===== config.mk =====
export PLATFORM = sky130hd
export DESIGN_NAME = irq_aggregator
export DESIGN_NICKNAME = d
export VERILOG_FILES = /design/src/rtl/irq_agg_pkg.sv /design/src/rtl/irq_sync.sv /design/src/rtl/irq_detect.sv /design/src/rtl/irq_regs.sv /design/src/rtl/irq_aggregator.sv
export SDC_FILE = /design/constraint.sdc
export NUM_CORES = 1
export LEC_CHECK = 0
export BUFFER_PORTS_ARGS = -buffer_cell sky130_fd_sc_hd__buf_2
export CAP_MARGIN = 20
export CORE_ASPECT_RATIO = 0.9
export CORE_MARGIN = 2
export CORE_UTILIZATION = 50
export CTS_CLUSTER_SIZE = 24
export DETAILED_ROUTE_END_ITERATION = 10
export PLACE_DENSITY = 0.73
export SLEW_MARGIN = 20
export SYNTH_ARGS = -nofsm -noshare
export SYNTH_HDL_FRONTEND = slang
export SYNTH_SLANG_ARGS = --single-unit

===== constraint.sdc =====
create_clock -name clk -period 1.55 [get_ports clk]
set_input_delay 0.155 -clock clk [delete_from_list [all_inputs] [get_ports clk]]
set_output_delay 0.155 -clock clk [all_outputs]
set_load 0.02 [all_outputs]

===== src/rtl/irq_agg_pkg.sv =====
package irq_agg_pkg;

    // Sources per channel: four FIFO flags plus one serial-controller request.
    localparam int FIFO_FLAGS_PER_CH = 4;
    localparam int SRC_PER_CH        = FIFO_FLAGS_PER_CH + 1;
    localparam int SER_SLOT          = FIFO_FLAGS_PER_CH;

    // Register byte offsets.
    localparam int OFS_ENABLE = 'h60;
    localparam int OFS_STATUS = 'h64;
    localparam int OFS_MODE   = 'h68;
    localparam int OFS_SENSE  = 'h6C;

    typedef enum logic [2:0] {
        SEL_NONE,
        SEL_ENABLE,
        SEL_STATUS,
        SEL_MODE,
        SEL_SENSE
    } reg_sel_e;

endpackage


===== src/rtl/irq_sync.sv =====
module irq_sync #(
    parameter int W = 20
) (
    input  logic         clk,
    input  logic         rst_n,
    input  logic [W-1:0] raw_in,
    output logic [W-1:0] sync_out
);
    typedef struct packed {
        logic [W-1:0] stage1;
        logic [W-1:0] stage2;
    } sync_t;

    sync_t st_d, st_q;

    always_comb begin
        st_d        = st_q;
        st_d.stage1 = raw_in;
        st_d.stage2 = st_q.stage1;
    end

    always_ff @(posedge clk or negedge rst_n) begin
        if (!rst_n) st_q <= '0;
        else        st_q <= st_d;
    end

    assign sync_out = st_q.stage2;
endmodule


===== src/rtl/irq_detect.sv =====
module irq_detect #(
    parameter int W = 20
) (
    input  logic         clk,
    input  logic         rst_n,
    input  logic [W-1:0] sync_in,
    input  logic [W-1:0] mode_q,
    input  logic [W-1:0] sense_q,
    input  logic [W-1:0] clr_mask,
    output logic [W-1:0] hit,
    output logic [W-1:0] sticky_q,
    output logic [W-1:0] status_view
);
    typedef struct packed {
        logic [W-1:0] prev;
        logic [W-1:0] sticky;
    } det_t;

    det_t st_d, st_q;
    logic [W-1:0] hit_d;

    // One lane per source: edge qualification and status view.
    for (genvar i = 0; i < W; i++) begin : g_lane
        logic rise, fall;
        assign rise     = sync_in[i] & ~st_q.prev[i];
        assign fall     = ~sync_in[i] & st_q.prev[i];
        assign hit_d[i] = ~mode_q[i] & (sense_q[i] ? fall : rise);
        assign status_view[i] = mode_q[i] ? (sync_in[i] ^ sense_q[i])
                                          : st_q.sticky[i];
    end

    always_comb begin
        st_d        = st_q;
        st_d.prev   = sync_in;
        // A new edge wins over a clear; level lanes keep no sticky state.
        st_d.sticky = ~mode_q & ((st_q.sticky & ~clr_mask) | hit_d);
    end

    always_ff @(posedge clk or negedge rst_n) begin
        if (!rst_n) st_q <= '0;
        else        st_q <= st_d;
    end

    assign hit      = hit_d;
    assign sticky_q = st_q.sticky;
endmodule


===== src/rtl/irq_regs.sv =====
module irq_regs
    import irq_agg_pkg::*;
#(
    parameter int W  = 20,
    parameter int DW = 32,
    parameter int AW = 8
) (
    input  logic          clk,
    input  logic          rst_n,
    input  logic [AW-1:0] reg_addr,
    input  logic          reg_wr,
    input  logic [DW-1:0] reg_wdata,
    input  logic [W-1:0]  status_view,
    output logic [W-1:0]  en_q,
    output logic [W-1:0]  mode_q,
    output logic [W-1:0]  sense_q,
    output logic [W-1:0]  clr_mask,
    output logic [DW-1:0] reg_rdata
);
    localparam int PAD = DW - W;

    typedef struct packed {
        logic [W-1:0] en;
        logic [W-1:0] mode;
        logic [W-1:0] sense;
    } cfg_t;

    cfg_t     cfg_d, cfg_q;
    reg_sel_e sel;
    logic [W-1:0] wfield;
    logic [W-1:0] rfield;

    function automatic logic at_ofs(input logic [AW-1:0] a, input int ofs);
        logic [AW-1:0] o;
        o = AW'(ofs);
        return (a[AW-1:2] == o[AW-1:2]) && (a[1:0] == 2'b00);
    endfunction

    always_comb begin
        if      (at_ofs(reg_addr, OFS_ENABLE)) sel = SEL_ENABLE;
        else if (at_ofs(reg_addr, OFS_STATUS)) sel = SEL_STATUS;
        else if (at_ofs(reg_addr, OFS_MODE))   sel = SEL_MODE;
        else if (at_ofs(reg_addr, OFS_SENSE))  sel = SEL_SENSE;
        else                                   sel = SEL_NONE;
    end

    assign wfield = reg_wdata[W-1:0];

    always_comb begin
        cfg_d = cfg_q;
        if (reg_wr) begin
            case (sel)
                SEL_ENABLE: cfg_d.en    = wfield;
                SEL_MODE:   cfg_d.mode  = wfield;
                SEL_SENSE:  cfg_d.sense = wfield;
                default:    ;
            endcase
        end
    end

    always_ff @(posedge clk or negedge rst_n) begin
        if (!rst_n) cfg_q <= '0;
        else        cfg_q <= cfg_d;
    end

    assign clr_mask = (reg_wr && sel == SEL_STATUS) ? wfield : '0;

    always_comb begin
        case (sel)
            SEL_ENABLE: rfield = cfg_q.en;
            SEL_STATUS: rfield = status_view;
            SEL_MODE:   rfield = cfg_q.mode;
            SEL_SENSE:  rfield = cfg_q.sense;
            default:    rfield = '0;
        endcase
    end

    if (PAD > 0) begin : g_pad
        assign reg_rdata = {{PAD{1'b0}}, rfield};
    end else begin : g_nopad
        assign reg_rdata = rfield[DW-1:0];
    end

    assign en_q    = cfg_q.en;
    assign mode_q  = cfg_q.mode;
    assign sense_q = cfg_q.sense;
endmodule


===== src/rtl/irq_aggregator.sv =====
module irq_aggregator
    import irq_agg_pkg::*;
#(
    parameter int NUM_CH = 4,
    parameter int DW     = 32,
    parameter int AW     = 8
) (
    input  logic                            clk,
    input  logic                            rst_n,
    input  logic [NUM_CH*FIFO_FLAGS_PER_CH-1:0] fifo_flags,
    input  logic [NUM_CH-1:0]               ser_irq,
    input  logic [AW-1:0]                   reg_addr,
    input  logic                            reg_wr,
    input  logic [DW-1:0]                   reg_wdata,
    output logic [DW-1:0]                   reg_rdata,
    output logic                            irq_out
);
    localparam int NSRC = NUM_CH * SRC_PER_CH;

    logic [NSRC-1:0] raw_src;
    logic [NSRC-1:0] sync_src;
    logic [NSRC-1:0] en_q, mode_q, sense_q, clr_mask;
    logic [NSRC-1:0] hit, sticky_q, status_view;

    // Pack each channel's sources into one contiguous group.
    for (genvar ch = 0; ch < NUM_CH; ch++) begin : g_ch
        for (genvar k = 0; k < FIFO_FLAGS_PER_CH; k++) begin : g_flag
            assign raw_src[ch*SRC_PER_CH + k] = fifo_flags[ch*FIFO_FLAGS_PER_CH + k];
        end
        assign raw_src[ch*SRC_PER_CH + SER_SLOT] = ser_irq[ch];
    end

    irq_sync #(.W(NSRC)) u_sync (
        .clk      (clk),
        .rst_n    (rst_n),
        .raw_in   (raw_src),
        .sync_out (sync_src)
    );

    irq_detect #(.W(NSRC)) u_detect (
        .clk         (clk),
        .rst_n       (rst_n),
        .sync_in     (sync_src),
        .mode_q      (mode_q),
        .sense_q     (sense_q),
        .clr_mask    (clr_mask),
        .hit         (hit),
        .sticky_q    (sticky_q),
        .status_view (status_view)
    );

    irq_regs #(.W(NSRC), .DW(DW), .AW(AW)) u_regs (
        .clk         (clk),
        .rst_n       (rst_n),
        .reg_addr    (reg_addr),
        .reg_wr      (reg_wr),
        .reg_wdata   (reg_wdata),
        .status_view (status_view),
        .en_q        (en_q),
        .mode_q      (mode_q),
        .sense_q     (sense_q),
        .clr_mask    (clr_mask),
        .reg_rdata   (reg_rdata)
    );

    logic irq_d, irq_q;

    always_comb begin
        irq_d = |(status_view & en_q);
    end

    always_ff @(posedge clk or negedge rst_n) begin
        if (!rst_n) irq_q <= 1'b0;
        else        irq_q <= irq_d;
    end

    assign irq_out = irq_q;
endmodule


==> results of run 1 <==
==> worst max-delay path, cell delays in order (launching register included) <==
cell	delay [ns]
sky130_fd_sc_hd__dfrtp_1	0.39
sky130_fd_sc_hd__buf_4	0.15
sky130_fd_sc_hd__a31oi_1	0.15
sky130_fd_sc_hd__o22ai_1	0.12
sky130_fd_sc_hd__a211oi_2	0.24
sky130_fd_sc_hd__buf_4	0.19
==> flip-flops by register name (all words and copies together) (netlist names) <==
| name | flops |
|---|---|
| u_sync.st_d | 20 |
| u_detect.sticky_q | 20 |
| u_regs.mode_q | 20 |
| irq_out | 1 |
| u_regs.sense_q | 20 |
| u_regs.en_q | 20 |
| u_sync.sync_out | 20 |
| u_detect.st_q | 20 |
==> through the flow <==
stage          worst slack, ns  util, %  power (mW)  instance area [um^2]  hold slack (ns)
2_1_floorplan           -0.173        -        4.82                  6810           -0.141
3_3_place_gp            -0.132     57.4        5.22                  7610          -0.0589
3_5_place_dp            -0.216     57.4        5.28                  7610          -0.0591
4_1_cts                 -0.287     68.2        9.65                  9040         0.000848
5_1_grt                 -0.370     70.6        10.2                  9360          0.00474
6_report                -0.277     70.6        9.82                  9360          0.00859
==> metal layers <==
metal,vias to the layer above,GRT usage (%),wire length [um]
met3,33,6.36,1340
met1,2814,33.5,7530
met2,241,43.6,9440
met4,0,9.67,393
li1,2555,-,-
met5,-,0,0
==> synth_stat cells <==
master	n
sky130_fd_sc_hd__a31oi_1	29
sky130_fd_sc_hd__nand3_1	10
sky130_fd_sc_hd__clkbuf_1	27
sky130_fd_sc_hd__and3_1	12
sky130_fd_sc_hd__nor2_2	1
sky130_fd_sc_hd__nor4b_2	1
sky130_fd_sc_hd__nor2b_1	20
sky130_fd_sc_hd__o22ai_1	20
sky130_fd_sc_hd__buf_1	17
sky130_fd_sc_hd__conb_1	1
sky130_fd_sc_hd__mux2_2	20
sky130_fd_sc_hd__o21ai_1	1
sky130_fd_sc_hd__or3_1	9
sky130_fd_sc_hd__mux2_4	40
sky130_fd_sc_hd__o21ai_0	19
sky130_fd_sc_hd__nor4_1	5
sky130_fd_sc_hd__nand3_2	1
sky130_fd_sc_hd__a211oi_1	40
sky130_fd_sc_hd__nand3b_1	20
sky130_fd_sc_hd__nor2_1	31
sky130_fd_sc_hd__buf_6	4
sky130_fd_sc_hd__buf_4	14
sky130_fd_sc_hd__inv_1	21
sky130_fd_sc_hd__dfrtp_1	141
sky130_fd_sc_hd__o31ai_1	20
sky130_fd_sc_hd__a21oi_1	62
sky130_fd_sc_hd__nor4_2	1
sky130_fd_sc_hd__xnor2_1	20
sky130_fd_sc_hd__nand3b_2	2
==> power breakdown <==
group,internal [mW],switching (mW)
logic,0.731,0.720
clock network,2.65,1.55
registers,3.94,0.236
==> what timing repair did <==
item	in CTS	in global routing
hold buffers	23	0
gates cloned	0	0
hold endpoints to repair	163	0
endpoints found under the setup margin	21	21
setup buffers	50	8
resized for setup	64	59
pin swaps	47	23
==> worst max path at each step <==
stage / endpoint / slack (ns)
finish: reg_rdata[5] / -0.28
global route: reg_rdata[10] / -0.37
detailed placement: u_regs.en_q[15]$_DFFE_PN0P_ / -0.22
floorplan: reg_rdata[0] / -0.17
global placement: reg_rdata[5] / -0.13
CTS: reg_rdata[1] / -0.29
==> final cells by class <==
type	count	area (um^2)
inverter	21	78.8
tap	168	210
multi-input combinational	396	3260
fill	887	3900
clock inverter	7	110
clock buffer	25	485
sequential	141	3550
timing repair buffer	209	1670
==> kinds of logic after synthesis <==
logic type	synth area share, %
and+or+nand+nor	9.91
xor gates and xnor gates	2.59
muxes	12.2
DFF	52.2
buffers and inverters	5.83
other	0.0554
AOI/OAI and AO/OA	17.3
==> cell usage in the layout, fill, tap and decap left out, types with 5 or more instances in the layout <==
master,n
sky130_fd_sc_hd__o22ai_1,16
sky130_fd_sc_hd__clkbuf_1,5
sky130_fd_sc_hd__nor2_4,6
sky130_fd_sc_hd__nand3_1,9
sky130_fd_sc_hd__mux2_2,20
sky130_fd_sc_hd__nand3b_1,20
sky130_fd_sc_hd__xnor2_1,17
sky130_fd_sc_hd__buf_4,102
sky130_fd_sc_hd__o31ai_1,20
sky130_fd_sc_hd__a21oi_1,53
sky130_fd_sc_hd__buf_12,9
sky130_fd_sc_hd__inv_2,5
sky130_fd_sc_hd__nor2b_1,20
sky130_fd_sc_hd__a211oi_1,19
sky130_fd_sc_hd__dfrtp_1,123
sky130_fd_sc_hd__or3_1,9
sky130_fd_sc_hd__a211oi_2,21
sky130_fd_sc_hd__dfrtp_2,18
sky130_fd_sc_hd__inv_1,16
sky130_fd_sc_hd__o21ai_0,19
sky130_fd_sc_hd__buf_6,19
sky130_fd_sc_hd__dlygate4sd3_1,23
sky130_fd_sc_hd__buf_2,56
sky130_fd_sc_hd__a21oi_2,9
sky130_fd_sc_hd__nor2_1,23
sky130_fd_sc_hd__clkbuf_16,17
sky130_fd_sc_hd__conb_1,12
sky130_fd_sc_hd__and3_1,11
sky130_fd_sc_hd__a31oi_1,22
sky130_fd_sc_hd__mux2_4,40
sky130_fd_sc_hd__a31oi_4,7
==> parameters.txt, run 1 <==
Parameter                              Value

Route
  Total number of vias    between 5000 and 6000
  Routed Wire Length    18.7 mm
  Routed wire length per instance    between 15 and 20 um
  Residual antenna-violating net count after detailed routing    0
  Router iterations before antenna repair    5
  Number of DRC violations after detailed-routing iteration 0    484
  Vias per cell    slightly below 6
  Number of design rule violations left after detail routing    0

STA
  Setup repair after global routing missed its margin    true
  Count of final hold-check violations    0
  Part of the cycle the worst path needs    118%
  Max Clock Freq    between 500 and 600 MHz
  Worst Skew    about 0.0090 ns
  Final TNS setup    -4.78 ns
  Final worst slack    -0.277 ns
  Pins Over Slew Limit    0
  Min Tclk post-route    around 1.8 ns
  Final number of setup-violating endpoints    21

Clocking
  Clock-pin transition on the worst setup and hold timing paths    0.07 ns
  TritonCTS clock tree    built
  Clock network latency to the later pin of the worst-skew pair    about 0.43 ns
  Clk sink count    between 100 and 150
  Number of H-tree branching levels    4
  Max Root-Sink Buffers    2
  Clk root buf    sky130_fd_sc_hd__clkbuf_16
  Inserted Clock Buffers    17

Placed design
  Final weighted congestion in routability-driven placement    around 0.9
  Total of buffers placed on input and output ports    71
  Post-placement cell count    854
  Estimated wirelength of the detail-placed design    approximately 11 mm

Status
  Outcome    complete, but fails checks
  Failing checks    negative setup slack

Synth
  Unique cell type count in the Yosys netlist    29
  Share of synthesized area occupied by flip-flops and latches    around 52%
  Post-synthesis area per instance    approximately 11 um^2
  Number of synthesized register bits    141
  Gate Count Post-Synth    609
  Synth area leader    sky130_fd_sc_hd__dfrtp_1
  Number of warning messages in the yosys log    0
  Netlist area before placement    roughly 0.0068 mm^2
  Post-synth top area share    a little over half
  Largest cells by area after synthesis    sky130_fd_sc_hd__dfrtp_1, sky130_fd_sc_hd__mux2_4, sky130_fd_sc_hd__a21oi_1, sky130_fd_sc_hd__a211oi_1, sky130_fd_sc_hd__mux2_2

Floorplan
  Die footprint    0.0145 mm^2
  Die width    approximately 130 um
  Total core area    0.0133 mm^2
  IO Count    96
  Die boundary height    114 um
  Initial core utilization    51.0%
  Number of placement rows    40

Worst setup path
  Critical Path AT    1.67 ns
  Beginning of the critical path    u_regs.mode_q[5]$_DFFE_PN0P_
  Startpoint type of the worst setup path    flop
  Worst-path fanout max    4
  Setup slack on the worst flop-to-flop path    -0.14 ns
  Launching point of the worst reg2reg path    u_sync.sync_out[12]$_DFF_PN0_
  CP required    about 1.4 ns
  Capturing point of the worst reg2reg path    irq_out$_DFF_PN0_
  Register-to-Register Path Depth    7
  Crit Path Category    flop to output pin
  Kind of end point of the critical path    output pin

Global route
  Vias in the first global route    5828
  Total global-route track usage    26.2%
  Largest net degree at the start of global routing    84
  Residual overflow from global routing    0
  First-pass GRT wire length    roughly 30 mm
  Number of antenna violations at the first check in global routing    0

Cells and area
  Share of post-route cells with drive strength above 1    between 40 and 50%
  NumNets Final    ~850
  P&R area growth vs syn    38.4%
  Post-route insts no fill    ~970
  Antenna cells    0

Flow run
  Max Cap Viol    0

Min path
  Worst hold-check path type    input pin to flop
  Number of cells traversed by the worst hold path    2
  End of the worst hold path    u_regs.mode_q[15]$_DFFE_PN0P_
  Min-delay src    reg_wdata[15]

Power and ir drop
  Power per standard cell area    ~1000 mW/mm^2
  LEAKAGE    about 4.3 nW
  Worst vdd rail ir drop    1.21 mV
Power figures use the tool's default switching activity.
==> run 2: changes to the inputs <==
--- a/config.mk
+++ b/config.mk
@@ -5,6 +5,7 @@
 export SDC_FILE = /design/constraint.sdc
 export NUM_CORES = 1
 export LEC_CHECK = 0
+export ABC_CLOCK_PERIOD_IN_PS = 2009
 export BUFFER_PORTS_ARGS = -buffer_cell sky130_fd_sc_hd__buf_2
 export CAP_MARGIN = 20
 export CORE_ASPECT_RATIO = 0.9
==> constraint.sdc (replaced) <==
create_clock -name clk -period 2.01 [get_ports clk]
set_input_delay 0.201 -clock clk [delete_from_list [all_inputs] [get_ports clk]]
set_output_delay 0.201 -clock clk [all_outputs]
set_load 0.02 [all_outputs]
==> run 2 against run 1 <==
- cell count decreased by 10%
- clock skew shrank 0.0045 ns
- largest power group unchanged
- the flow now finishes without violations
- critical path depth unchanged
- sequential share of layout area rose by 5.1 points
==> parameters.txt, run 2 (synthesis gave the netlist of run 1 again) <==
Parameter                              Value

Status
  Outcome    finished clean

Clocking
  Post-CTS setup repair buffer count    0 (-100%)
  TritonCTS clock tree    built
  Inserted Clock Buffers    17 (unchanged)
  Clock-pin transition on the worst setup and hold timing paths    0.06 ns (about the same)
  Clock network latency to the later pin of the worst-skew pair    0.42 ns (about the same)
  Max Root-Sink Buffers    2 (unchanged)
  Clk root buf    sky130_fd_sc_hd__clkbuf_16
  Number of H-tree branching levels    4 (unchanged)
  Clk sink count    141 (unchanged)

STA
  Slew headroom    between 60 and 70%
  Setup repair after global routing missed its margin    true
  Part of the cycle the worst path needs    around 98%
  Pins Over Slew Limit    0 (unchanged)
  Min Tclk post-route    about 2 ns
  Worst Skew    0.00453 ns (-0.00446 ns)
  Post-route worst hold slack    0.0532 ns (+0.0446 ns)
  Max Clock Freq    about 510 MHz
  Transition time of the tightest slew-check pin    approximately 0.52 ns
  Final TNS setup    0 ns (+4.78 ns)
  Final worst slack    0.0365 ns (+0.314 ns)
  Final number of setup-violating endpoints    0 (-100%)
  Count of final hold-check violations    0 (unchanged)

Worst setup path
  Crit Path Category    flop to output pin
  Beginning of the critical path    u_regs.mode_q[11]$_DFFE_PN0P_
  Launching point of the worst reg2reg path    u_regs.sense_q[4]$_DFFE_PN0P_
  Worst-path fanout max    8 (+4)
  Slowest CP cell    sky130_fd_sc_hd__dfrtp_1
  Kind of end point of the critical path    output pin
  Critical Path AT    1.77 ns (+0.10 ns)
  Ordered list of cells on the worst path    nor2_1 > a31oi_1 > o22ai_1 > a211oi_1 > buf_2
  CP required    1.81 ns (+0.42 ns)
  Startpoint type of the worst setup path    flop
  Largest stage delay on the critical path    0.47 ns (+0.08 ns)

Power and ir drop
  LEAKAGE    3.79 nW (-12%)
  Worst vdd rail ir drop    0.830 mV (-31%)
  Power per standard cell area    929 mW/mm^2 (-11%)
  Total power draw    7.65 mW (-22%)

Cells and area
  Post-route insts no fill    869 (-10%)
  Post-Route Utilization    62.1% (-8.5 points)
  Combined flip-flop and latch cell area    0.00355 mm^2 (-0.14%)
  Share of post-route cells with drive strength above 1    30.0% (-15 points)
  Leading cell type in the layout, fill and taps excluded    sky130_fd_sc_hd__dfrtp_1
  Final design instance area without fill    0.00824 mm^2 (-12%)
  Antenna cells    0 (unchanged)
  Fillcell total    1044 (+18%)
  Multi-input combinational cell area    0.00293 mm^2 (-10%)
  Most frequent cells in the layout    sky130_fd_sc_hd__dfrtp_1, sky130_fd_sc_hd__buf_2, sky130_fd_sc_hd__a21oi_1
  P&R area growth vs syn    21.7%
  NumNets Final    751 (-12%)

Floorplan
  Initial core utilization    51.0% (unchanged)
  Die width    127 um (unchanged)
  IO Count    96 (unchanged)
  Die footprint    0.0145 mm^2 (unchanged)
  Die boundary height    114 um (unchanged)
  Number of placement rows    40 (unchanged)
  Total core area    0.0133 mm^2 (unchanged)

Global route
  Number of antenna violations at the first check in global routing    1 (+1)
  Vias in the first global route    4939 (-15%)
  Total global-route track usage    22.1% (-4.0 points)
  Residual overflow from global routing    0 (unchanged)
  Met1 usage    29.7% (-3.8 points)
  First-pass GRT wire length    25.0 mm (-15%)
  Global Route met2 Usage    35.4% (-8.2 points)
  Grt met3 use    5.19% (-1.2 points)
  Routing layer with the top usage in global route    met2
  Largest net degree at the start of global routing    75 (-11%)

Placed design
  Final weighted congestion in routability-driven placement    0.863 (-1.2%)
  Post-placement cell count    816 (-4.4%)
  Total of buffers placed on input and output ports    71 (unchanged)
  Estimated wirelength of the detail-placed design    9.76 mm (-8.3%)
  Post-DP Area    0.00726 mm^2 (-4.6%)
  Worst slack at placement    0.124 ns (+0.340 ns)

Route
  Vias per cell    5.85 (+0.31%)
  Routed Wire Length    15.4 mm (-17%)
  Routed wire length per instance    17.8 um (-8.1%)
  Number of DRC violations after detailed-routing iteration 0    397 (-18%)
  Number of design rule violations left after detail routing    0 (unchanged)
  Router iterations before antenna repair    5 (unchanged)
  Total number of vias    5087 (-9.9%)
  Residual antenna-violating net count after detailed routing    0 (unchanged)

Min path
  Min-delay src    reg_wdata[19]
  Worst hold-check path type    input pin to flop

Flow run
  Max Cap Viol    0 (unchanged)
-- run 2: cell types whose count changed in the layout (fill, tap and decap cells not counted), sizes merged --
cell and change:
dlygate4sd3 -2, clkinv -1, buf -96, clkinvlp +1, bufinv +3, clkbuf -3
-- run 2: worst max-delay path: cells and delay by family (launching register included) --
kind	cells	cell delay (ns)
DFF	1	0.47
AOI/OAI and AO/OA	3	0.57
buffers and inverters	1	0.23
and+or+nand+nor	1	0.08
-- run 2: path summary, 6_finish.rpt --
check,cells past startpoint,slack [ns],end
max in group asynchronous,3,1.03,u_regs.mode_q[2]$_DFFE_PN0P_
min reg2reg,0,0.34,u_sync.sync_out[13]$_DFF_PN0_
max,5,0.04,reg_rdata[11]
min in group asynchronous,2,0.31,u_sync.sync_out[13]$_DFF_PN0_
min,2,0.05,u_regs.sense_q[19]$_DFFE_PN0P_
max reg2reg,5,0.37,irq_out$_DFF_PN0_
-- run 2: layout make-up --
class,count,share of cell area (%)
clock inverter,10,2.51
inverter,21,0.957
sequential,141,43.1
timing repair buffer,111,9.31
multi-input combinational,396,35.6
tap,168,2.55
clock buffer,22,6.00
-- run 2: where the power goes --
| group | total, mW | internal [mW] | switching [mW] |
|---|---|---|---|
| Clock | 3.66 | 2.49 | 1.18 |
| Combinational | 0.762 | 0.356 | 0.406 |
| Sequential | 3.23 | 3.04 | 0.188 |
| Total | 7.65 | 5.88 | 1.77 |
-- run 2: timing repair --
action | 4_1_cts | 5_1_grt
gates resized for setup | 4 | 19
hold buffers | 21 | 0
endpoints found under the setup margin | 4 | 14
endpoints found under the hold margin | 72 | 0
-- run 2: layer usage --
metal / part of all wire (%) / vias up / wire (um)
met5: 0 / - / 0
met4: 1.4 / 0 / 212
met3: 5.4 / 15 / 833
met2: 49 / 148 / 7540
met1: 44 / 2570 / 6860
li1: - / 2354 / -
